===== config.mk =====
export PLATFORM = sky130hd
export DESIGN_NAME = fwd_unit_top
export DESIGN_NICKNAME = d
export VERILOG_FILES = /design/src/rtl/fwd_pkg.sv /design/src/rtl/fwd_src_pick.sv /design/src/rtl/fwd_opnd_mux.sv /design/src/rtl/fwd_unit_top.sv
export SDC_FILE = /design/constraint.sdc
export NUM_CORES = 1
export LEC_CHECK = 0
export BUFFER_PORTS_ARGS = -buffer_cell sky130_fd_sc_hd__buf_2
export CAP_MARGIN = 20
export CORE_UTILIZATION = 44
export CTS_CLUSTER_DIAMETER = 100
export CTS_CLUSTER_SIZE = 8
export DETAILED_ROUTE_END_ITERATION = 7
export MAX_ROUTING_LAYER = met4
export PLACE_DENSITY = 0.88
export REMOVE_ABC_BUFFERS = 1
export SYNTH_ARGS = -nofsm -noshare
export SYNTH_HDL_FRONTEND = slang
export SYNTH_HIERARCHICAL = 1
export SYNTH_SLANG_ARGS = --single-unit

===== constraint.sdc =====
create_clock -name clk -period 1.9 [get_ports clk]
set_input_delay 0.19 -clock clk [delete_from_list [all_inputs] [get_ports clk]]
set_output_delay 0.19 -clock clk [all_outputs]
set_load 0.005 [all_outputs]

===== src/rtl/fwd_pkg.sv =====
package fwd_pkg;

    parameter int unsigned REG_W  = 5;
    parameter int unsigned DATA_W = 32;
    localparam int unsigned N_OPND = 2;

    typedef logic [REG_W-1:0]  reg_idx_t;
    typedef logic [DATA_W-1:0] word_t;

    // Operand source encoding; the two forwarding codes are one-hot.
    typedef enum logic [1:0] {
        SEL_RF  = 2'b00,
        SEL_WB  = 2'b01,
        SEL_MEM = 2'b10
    } fwd_sel_e;

    typedef struct packed {
        logic     wr;
        reg_idx_t rd;
    } dst_t;

    typedef struct packed {
        dst_t  dst;
        word_t res;
    } older_t;

    // True when an older instruction supplies a usable value for src.
    function automatic logic dst_hits(dst_t d, reg_idx_t src);
        return d.wr && (d.rd != '0) && (d.rd == src);
    endfunction

endpackage


===== src/rtl/fwd_src_pick.sv =====
module fwd_src_pick
    import fwd_pkg::*;
(
    input  reg_idx_t src,
    input  dst_t     mem_dst,
    input  dst_t     wb_dst,
    output fwd_sel_e sel
);
    // The memory stage is checked last so that it overrides the writeback stage.
    always_comb begin
        sel = SEL_RF;
        if (dst_hits(wb_dst, src))
            sel = SEL_WB;
        if (dst_hits(mem_dst, src))
            sel = SEL_MEM;
    end
endmodule


===== src/rtl/fwd_opnd_mux.sv =====
module fwd_opnd_mux
    import fwd_pkg::*;
(
    input  fwd_sel_e sel,
    input  word_t    rf_val,
    input  word_t    mem_val,
    input  word_t    wb_val,
    output word_t    y
);
    always_comb begin
        unique case (sel)
            SEL_MEM: y = mem_val;
            SEL_WB:  y = wb_val;
            default: y = rf_val;
        endcase
    end
endmodule


===== src/rtl/fwd_unit_top.sv =====
module fwd_unit_top
    import fwd_pkg::*;
(
    input  logic              clk,
    input  logic              rst,
    input  logic [REG_W-1:0]  ex_rs_i,
    input  logic [REG_W-1:0]  ex_rt_i,
    input  logic [DATA_W-1:0] rf_a_i,
    input  logic [DATA_W-1:0] rf_b_i,
    input  logic              mem_wr_i,
    input  logic [REG_W-1:0]  mem_rd_i,
    input  logic [DATA_W-1:0] mem_res_i,
    input  logic              wb_wr_i,
    input  logic [REG_W-1:0]  wb_rd_i,
    input  logic [DATA_W-1:0] wb_res_i,
    output logic [1:0]        sel_a_o,
    output logic [1:0]        sel_b_o,
    output logic [DATA_W-1:0] opnd_a_o,
    output logic [DATA_W-1:0] opnd_b_o
);
    reg_idx_t src_d  [N_OPND];
    word_t    rfv_d  [N_OPND];
    reg_idx_t src_q  [N_OPND];
    word_t    rfv_q  [N_OPND];
    older_t   mem_q;
    older_t   wb_q;
    fwd_sel_e sel    [N_OPND];
    word_t    opnd   [N_OPND];

    assign src_d[0] = ex_rs_i;
    assign src_d[1] = ex_rt_i;
    assign rfv_d[0] = rf_a_i;
    assign rfv_d[1] = rf_b_i;

    // Single capture stage for everything the selector looks at.
    always_ff @(posedge clk) begin
        if (rst) begin
            mem_q <= '0;
            wb_q  <= '0;
        end else begin
            mem_q <= '{dst: '{wr: mem_wr_i, rd: mem_rd_i}, res: mem_res_i};
            wb_q  <= '{dst: '{wr: wb_wr_i,  rd: wb_rd_i},  res: wb_res_i};
        end
    end

    for (genvar g = 0; g < N_OPND; g++) begin : g_opnd
        always_ff @(posedge clk) begin
            if (rst) begin
                src_q[g] <= '0;
                rfv_q[g] <= '0;
            end else begin
                src_q[g] <= src_d[g];
                rfv_q[g] <= rfv_d[g];
            end
        end

        fwd_src_pick u_pick (
            .src     (src_q[g]),
            .mem_dst (mem_q.dst),
            .wb_dst  (wb_q.dst),
            .sel     (sel[g])
        );

        fwd_opnd_mux u_mux (
            .sel     (sel[g]),
            .rf_val  (rfv_q[g]),
            .mem_val (mem_q.res),
            .wb_val  (wb_q.res),
            .y       (opnd[g])
        );
    end

    assign sel_a_o  = sel[0];
    assign sel_b_o  = sel[1];
    assign opnd_a_o = opnd[0];
    assign opnd_b_o = opnd[1];
endmodule


==> results.py, run 1 <==
metrics = {
    "outcome": {
        "status": "complete, but fails checks",
        "violations": "hold timing, setup timing",
    },
    "cells_and_area": {
        "layout-drive-gt1-share": 0.492,
        "finalNetCount": 1123,
        "fin_cells": 1150,
        "areaGrowthSynthToFinish_pct": 84.0,
    },
    "clock_network": {
        "clockRootBuffer": "clkbuf_16",
        "clkSinkCount": 150,
        "h-tree-depth": 4,
        "cts_buffers": 17,
        "cts_max_path_buffers": 2,
        "cts_tree": "built",
        "clk_pin_slew_ns": 0.06,
    },
    "setup_path": {
        "crit_path_max_incr_delay_ns": 0.38,
        "worst_setup_path_end_kind": "primary output",
        "cp_top_family": "buffers and inverters",
        "cp_max_fo": 5,
        "startpoint_type": "flop",
        "worstPathArrival_ns": 2.67,
        "crit_chain": "o41ai_4 -> a211oi_2 -> nor3_2 -> inv_1 -> ha_4 -> buf_12 -> buf_12 -> buf_16 -> o21ai_2 -> buf_2",
        "worst-path-buf-inv": 5,
        "required_ns": 1.71,
        "crit_top_cell": "buf_12",
        "critPathSlowestCell": "dfxtp_4",
        "critical_path_class": "flop to primary output",
    },
    "timing": {
        "finalMaxSlewViolations": 0,
        "fin_ws_ns": -0.963,
        "grt_setup_unrepaired": "yes",
        "fmax_mhz": 349,
        "worst_pin_slew_ns": 0.350,
        "period_share": 1.51,
        "fin_hold_ws_ns": -0.0185,
        "setup_violations": 68,
        "fin_crit_ns": 2.86,
        "slew_headroom": 0.766,
        "finalHoldViolCount": 1,
        "finalSetupTns_ns": -54.14,
    },
    "routing": {
        "vias": 6415,
        "wirelength_mm": 25.9,
        "drtAntennaViolNets": 0,
        "first_pass_iters": 5,
        "routedWlPerCell_um": 22.5,
        "drc": 0,
        "viasPerCell": 5.58,
        "drt_iter0_markers": 609,
    },
    "logic_synthesis": {
        "synth.top_cells.by_area": "dfxtp_1 (54%), nor2b_1 (17%), a22oi_1 (8.6%), o21ai_1 (5.4%), nand2_1 (4.6%)",
        "ys.warnings.count": 6,
        "synth_top_area_frac": 0.536,
        "synth.distinct_cells": 21,
        "seq_area_frac_synth": 0.536,
        "netlist_instances": 582,
        "synth-edff-count": 0,
        "syn_area_um2": 5600,
        "async_reset_ff_frac": 0,
        "postSynthAreaPerCell_um2": 9.62,
        "synth_common_cells": "dfxtp_1 (150), nor2b_1 (150), nand2_1 (68)",
        "ys.flop_type": "dfxtp_1",
        "synth_top_area_cell": "dfxtp_1",
        "ys_ff_latch": 150,
    },
    "grt": {
        "grt_max_degree": 52,
        "antenna_found_initial": 2,
        "grt_pass1_wl_mm": 32.8,
        "grt.overflow.total": 0,
        "grt_pass1_vias": 6323,
        "grt_use_total": 0.348,
    },
    "placed_design": {
        "dpl.cell_count": 953,
        "io_buffers": 219,
        "place.gp.congestion": 0.811,
        "post-dp-hpwl_mm": 9.83,
    },
    "power_and_ir_drop": {
        "peakVddDrop_mv": 0.717,
        "p_leak_nw": 4.33,
        "p_per_area_nw_per_um2": 777,
        "power_w": 0.00800,
    },
    "floorplanning": {
        "initial_core_util": 0.459,
        "rows": 40,
        "die_x_um": 115,
        "ioPinCount": 220,
        "core_area_um2": 12200,
        "die_area_um2": 13200,
        "die_h_um": 115,
    },
    "run": {
        "cap_violations": 0,
    },
    "hold_path": {
        "min_path_type": "primary input to flop",
    },
}
-- flip-flops by register name (all words and copies together), names as in the netlist --
register  count
src_q        10
mem_q        38
wb_q         38
rfv_q        64
-- logic make-up (layout without fill, tap and decap cells) --
group           Yosys count  after routing  share of synthesized area
fa+ha+maj                 4              4                    0.00894
xor+xnor                 16             16                     0.0250
simple gates            232            232                      0.227
flops                   150            150                      0.536
buf+inv                  46            443                     0.0474
compound gates          134            134                      0.155
other cells               0              3                          0
-- placed cells by master (no fill, tap or decap), types with 4 or more instances in the layout --
master,count
buf_6,11
buf_4,21
dfxtp_2,7
xnor2_1,5
xnor2_2,5
o21ai_2,46
nand3_1,4
dlygate4sd3_1,125
clkbuf_8,7
xor2_1,5
buf_2,215
a22oi_1,13
ha_4,4
a22oi_2,51
nand2_4,14
nand2_2,23
buf_16,4
nor2b_1,150
o21ai_1,16
buf_12,22
clkbuf_16,24
nand2_1,31
dfxtp_1,138
dfxtp_4,5
-- cell type report --
| cell class | instances | area [um2] |
|---|---|---|
| repair buffers | 408 | 3380 |
| multi-input cells | 386 | 3070 |
| flip-flops and latches | 150 | 3030 |
| fillers | 602 | 1910 |
| clock buffers | 26 | 529 |
| well taps | 168 | 210 |
| clock inverters | 5 | 61.3 |
| inverters | 4 | 15.0 |
| diodes | 3 | 7.51 |
-- worst paths after layout --
| kind | startpoint | end | slack (ns) | depth (start not counted) |
|---|---|---|---|---|
| min | mem_rd_i[3] | mem_q[35] | -0.02 | 2 |
| max | mem_q[35] | opnd_b_o[14] | -0.96 | 10 |
-- power breakdown --
group	internal, W	switching, W
combinational	0.000670	0.000504
sequential	0.00332	0.000146
clock	0.00205	0.00132
-- through the flow --
step                      worst slack [ns]  cell area [um2]  utilization
after floorplan                     -0.921             5350            -
after CTS                           -0.755             9530        0.781
final                               -0.963            10300        0.844
after global placement              -0.359             7000        0.573
after detailed placement            -0.440             7000        0.573
after global routing                 -1.07            10300        0.844
-- layer usage --
layer | global-route usage | share of wire | vias to the layer above
li1 | - | - | 2723
met1 | 0.342 | 0.35 | 3035
met2 | 0.616 | 0.50 | 495
met3 | 0.0959 | 0.088 | 162
met4 | 0.207 | 0.060 | 0
met5 | - | 0 | -
-- repair_timing --
item | 4_1_cts | 5_1_grt
gates cloned | 8 | 8
hold buffers | 124 | 1
gates resized for setup | 90 | 144
pin swaps | 34 | 26
endpoints found under the hold margin | 124 | 1
buffers inserted | 22 | 9
setup endpoints to repair | 66 | 68
Note: power is estimated with default switching activity, not from simulation.
==> inputs of run 2 (changes only) <==
PLACE_DENSITY = 0.85   (was 0.88)
==> results.py, run 2 (same netlist as run 1, synthesis figures left out) <==
metrics = {
    "timing": {
        "period_share": 1.48,
        "fin_hold_ws_ns": 0.0136,
        "finalHoldViolCount": 0,
        "setup_violations": 67,
        "grt_setup_unrepaired": "yes",
        "slew_headroom": 0.577,
        "fin_ws_ns": -0.903,
        "fin_crit_ns": 2.80,
        "finalSetupTns_ns": -54.18,
        "finalMaxSlewViolations": 0,
        "worst_pin_slew_ns": 0.635,
        "fmax_mhz": 357,
    },
    "routing": {
        "wirelength_mm": 22.9,
        "first_pass_iters": 6,
        "drc": 0,
        "vias": 6028,
        "viasPerCell": 5.30,
        "drtAntennaViolNets": 0,
        "drt_iter0_markers": 447,
        "routedWlPerCell_um": 20.1,
    },
    "grt": {
        "grt_use_total": 0.322,
        "grt.overflow.total": 0,
        "grt_pass1_wl_mm": 30.6,
        "antenna_found_initial": 1,
        "grt_max_degree": 151,
        "grt_pass1_vias": 6083,
    },
    "run": {
        "cap_violations": 0,
    },
    "power_and_ir_drop": {
        "peakVddDrop_mv": 0.732,
        "p_per_area_nw_per_um2": 810,
        "p_leak_nw": 4.17,
    },
    "hold_path": {
        "hold-path-cell-count": 2,
        "min_path_type": "primary input to flop",
        "hp-start": "rf_b_i[1]",
    },
    "clock_network": {
        "h-tree-depth": 4,
        "clk_pin_slew_ns": 0.06,
        "cts_tree": "built",
        "clockRootBuffer": "clkbuf_16",
        "cts_max_path_buffers": 2,
        "clkSinkCount": 150,
        "cts_buffers": 17,
    },
    "placed_design": {
        "place.gp.congestion": 0.896,
        "io_buffers": 219,
        "dpl.cell_count": 946,
        "post-dp-hpwl_mm": 9.93,
    },
    "setup_path": {
        "cp-startpoint": "mem_q[34]",
        "required_ns": 1.71,
        "critical_path_class": "flop to primary output",
        "critPathSlowestCell": "dfxtp_4",
        "crit_chain": "xnor2_1 -> nand3_1 -> a211oi_2 -> buf_4 -> inv_2 -> ha_4 -> buf_12 -> a22oi_1 -> o21ai_4 -> buf_2",
        "worst_setup_path_end_kind": "primary output",
        "startpoint_type": "flop",
        "cp_max_fo": 15,
        "crit_path_max_incr_delay_ns": 0.38,
        "worstPathArrival_ns": 2.61,
    },
    "cells_and_area": {
        "finalNetCount": 1111,
        "final_common_cell": "buf_2",
        "regMostFlops": "rfv_q",
        "final_util": 0.808,
        "top_regs": "rfv_q: 64 flops, mem_q: 38 flops, wb_q: 38 flops",
        "areaGrowthSynthToFinish_pct": 76.2,
        "layout_common_cells": "buf_2 (215), nor2b_1 (150), dfxtp_1 (139), dlygate4sd3_1 (136), nand2_1 (63)",
        "multi_input_area_um2": 2810,
        "fin_cells": 1137,
        "layout-drive-gt1-share": 0.402,
        "regArea_um2": 3030,
        "n_fill_cell": 653,
        "largest_register_ff_count": 64,
    },
    "floorplanning": {
        "ioPinCount": 220,
        "rows": 40,
        "die_area_um2": 13200,
        "die_x_um": 115,
        "initial_core_util": 0.459,
        "die_h_um": 115,
        "core_area_um2": 12200,
    },
    "outcome": {
        "status": "complete, but fails checks",
        "violations": "setup timing",
    },
}
==> run 2: area by class of cell <==
cell class | count | share of cell area
timing repair buffer | 396 | 0.323
sequential | 150 | 0.307
multi-input combinational | 386 | 0.285
clock buffer | 20 | 0.0463
tap | 168 | 0.0213
clock inverter | 12 | 0.0152
inverter | 4 | 0.00152
antenna | 1 | 0.000254
==> run 2: critical path: cells and delay by family, from the launching register on <==
family | cells | cell delay (ns)
compound gates | 3 | 0.69
buf+inv | 4 | 0.56
flops | 1 | 0.38
xor+xnor | 1 | 0.26
fa+ha+maj | 1 | 0.18
simple gates | 1 | 0.12
==> run 2: metal layers <==
layer / track usage / share of wire
met2: 0.559 / 0.51
met5: - / 0
met4: 0.216 / 0.051
met3: 0.0917 / 0.063
met1: 0.313 / 0.38
==> run 2: report_power, final <==
group / switching (W) / leakage, nW / internal, W
Combinational: 0.000439 / 2.62 / 0.000624
Clock: 0.00136 / 0.293 / 0.00213
Sequential: 0.000124 / 1.26 / 0.00332
==> run 2: per-stage QoR <==
step | power, W | instance area [um2] | worst slack [ns]
floorplan | 0.00373 | 5350 | -0.921
global placement | 0.00409 | 6930 | -0.378
detailed placement | 0.00411 | 6930 | -0.469
CTS | 0.00781 | 9350 | -0.722
global route | 0.00825 | 9870 | -0.981
finish | 0.00800 | 9870 | -0.903
==> run 2: final timing paths <==
kind	slack, ns	end
max	-0.90	opnd_a_o[22]
min	0.01	rfv_q[1][1]
==> run 2: timing repair <==
action                                  in CTS  in global routing
endpoints found under the setup margin      66                 68
pin swaps                                   10                 28
hold buffers                               134                  2
buffers inserted                             6                 10
endpoints found under the hold margin      134                  2
cloned                                       4                  8
resized for setup                           69                 72
==> inputs of run 3 (changes only) <==
CORE_UTILIZATION = 39   (was 44)
PLACE_DENSITY = 0.75   (was 0.85)
clock period = 3.4 ns   (was 1.9 ns; I/O delays follow)
==> results.py, run 3 (same netlist as run 1, synthesis figures left out) <==
metrics = {
    "placed_design": {
        "io_buffers": 219,
        "place.gp.congestion": 0.781,
        "dpl-instance-area_um2": 6760,
        "pre_cts_ws_ns": 0.590,
        "dpl.cell_count": 948,
        "post-dp-hpwl_mm": 9.38,
    },
    "cells_and_area": {
        "top_regs": "rfv_q: 64 flops, mem_q: 38 flops, wb_q: 38 flops",
        "finalNetCount": 943,
        "final_common_cell": "buf_2",
        "layout_common_cells": "buf_2 (218), nor2b_1 (150), dfxtp_1 (150), nand2_1 (68), a22oi_1 (64)",
        "largest_register_ff_count": 64,
        "layout-drive-gt1-share": 0.332,
        "regMostFlops": "rfv_q",
        "antennaDiodeCount": 0,
        "finalInstanceArea_um2": 7320,
        "fin_cells": 979,
        "n_fill_cell": 1263,
        "areaGrowthSynthToFinish_pct": 30.7,
    },
    "clock_network": {
        "clk_pin_slew_ns": 0.06,
        "clockRootBuffer": "clkbuf_16",
        "cts_setup_buffers": 0,
        "cts_buffers": 17,
        "h-tree-depth": 4,
        "hold_buffers": 0,
        "cts_tree": "built",
        "clkSinkCount": 150,
        "cts_max_path_buffers": 2,
    },
    "setup_path": {
        "startpoint_type": "flop",
        "crit_chain": "xnor2_1 -> nand2_1 -> a211oi_2 -> nor3_2 -> inv_1 -> ha_2 -> a22oi_1 -> o21ai_1 -> buf_2",
        "worst_setup_path_end_kind": "primary output",
        "critPathSlowestCell": "ha_2",
        "crit_path_max_incr_delay_ns": 0.71,
        "required_ns": 3.06,
        "critical_path_class": "flop to primary output",
        "cp_max_fo": 32,
        "worstPathArrival_ns": 2.87,
    },
    "grt": {
        "antenna_found_initial": 0,
        "grt_max_degree": 79,
        "grt_pass1_wl_mm": 21.2,
        "grt.overflow.total": 0,
        "grt_pass1_vias": 4493,
        "grt_use_total": 0.195,
    },
    "power_and_ir_drop": {
        "p_leak_nw": 3.15,
        "p_per_area_nw_per_um2": 544,
        "peakVddDrop_mv": 0.501,
    },
    "routing": {
        "wirelength_mm": 13.8,
        "routedWlPerCell_um": 14.1,
        "viasPerCell": 4.73,
        "drt_iter0_markers": 282,
        "vias": 4634,
        "drc": 0,
        "first_pass_iters": 5,
        "drtAntennaViolNets": 0,
    },
    "timing": {
        "grt_setup_unrepaired": "no",
        "slew_headroom": 0.462,
        "fmax_mhz": 312,
        "fin_crit_ns": 3.21,
        "finalHoldViolCount": 0,
        "finalMaxSlewViolations": 0,
        "period_share": 0.944,
        "worst_pin_slew_ns": 0.807,
        "fin_ws_ns": 0.191,
        "setup_violations": 0,
        "fin_hold_ws_ns": 0.127,
        "finalSetupTns_ns": 0,
    },
    "floorplanning": {
        "die_h_um": 122,
        "rows": 43,
        "initial_core_util": 0.402,
        "die_x_um": 122,
        "core_area_um2": 13900,
        "die_area_um2": 14800,
        "ioPinCount": 220,
    },
    "outcome": {
        "status": "completed",
    },
    "hold_path": {
        "min_path_type": "primary input to flop",
    },
    "run": {
        "cap_violations": 0,
    },
}
run 3: cell types whose count changed in the layout (fill, tap and decap cells not counted), sizes merged:
cell | previous run | this run
inv | 6 | 4
dlygate4sd3 | 136 | 0
bufinv | 3 | 1
diode | 1 | 0
clkinv | 4 | 5
buf | 253 | 228
clkbuf | 27 | 22
run 3: worst max-delay path, delay by kind of cell (launching register included):
family / cells / cell delay, ns
buffers and inverters: 2 / 0.23
DFF: 1 / 0.44
AOI/OAI and AO/OA: 3 / 0.73
adders and majority gates: 1 / 0.71
xor gates and xnor gates: 1 / 0.14
and+or+nand+nor: 2 / 0.20
run 3: cell type report:
class / instances / area, um2 / area share
Clock buffer: 22 / 474 / 0.0648
Clock inverter: 9 / 77.6 / 0.0106
Inverter: 4 / 15.0 / 0.00205
Multi-Input combinational cell: 386 / 2350 / 0.321
Sequential cell: 150 / 3000 / 0.410
Tap cell: 180 / 225 / 0.0308
Timing Repair Buffer: 228 / 1180 / 0.161
run 3: per-stage QoR:
| step | util | power, W |
|---|---|---|
| detailed placement | 0.485 | 0.00228 |
| floorplan | - | 0.00208 |
| global placement | 0.485 | 0.00227 |
| finish | 0.525 | 0.00398 |
| global route | 0.525 | 0.00415 |
| CTS | 0.525 | 0.00402 |
run 3: final timing paths:
| kind | start | to | cells after the start |
|---|---|---|---|
| worst max-delay path | mem_q[32] | opnd_b_o[3] | 9 |
| worst min-delay path | rf_b_i[30] | rfv_q[1][30] | 2 |
run 3: routing by layer:
metal | vias to the layer above | global-route usage | part of all wire
met4 | 0 | 0.0887 | 0.021
met3 | 22 | 0.0496 | 0.065
met1 | 2083 | 0.226 | 0.44
met2 | 179 | 0.314 | 0.47
li1 | 2350 | - | -
met5 | - | - | 0
run 3: power by group:
group | switching, W | internal (W) | total, W
Sequential | 0.0000468 | 0.00185 | 0.00190
Clock | 0.000690 | 0.00105 | 0.00174
Combinational | 0.000156 | 0.000184 | 0.000340
Total | 0.000892 | 0.00309 | 0.00398
run 3: repair_timing:
| action | in CTS | in global routing |
|---|---|---|
| setup endpoints to repair | 0 | 5 |
| endpoints found under the hold margin | 0 | 0 |
| resized for setup | 0 | 1 |
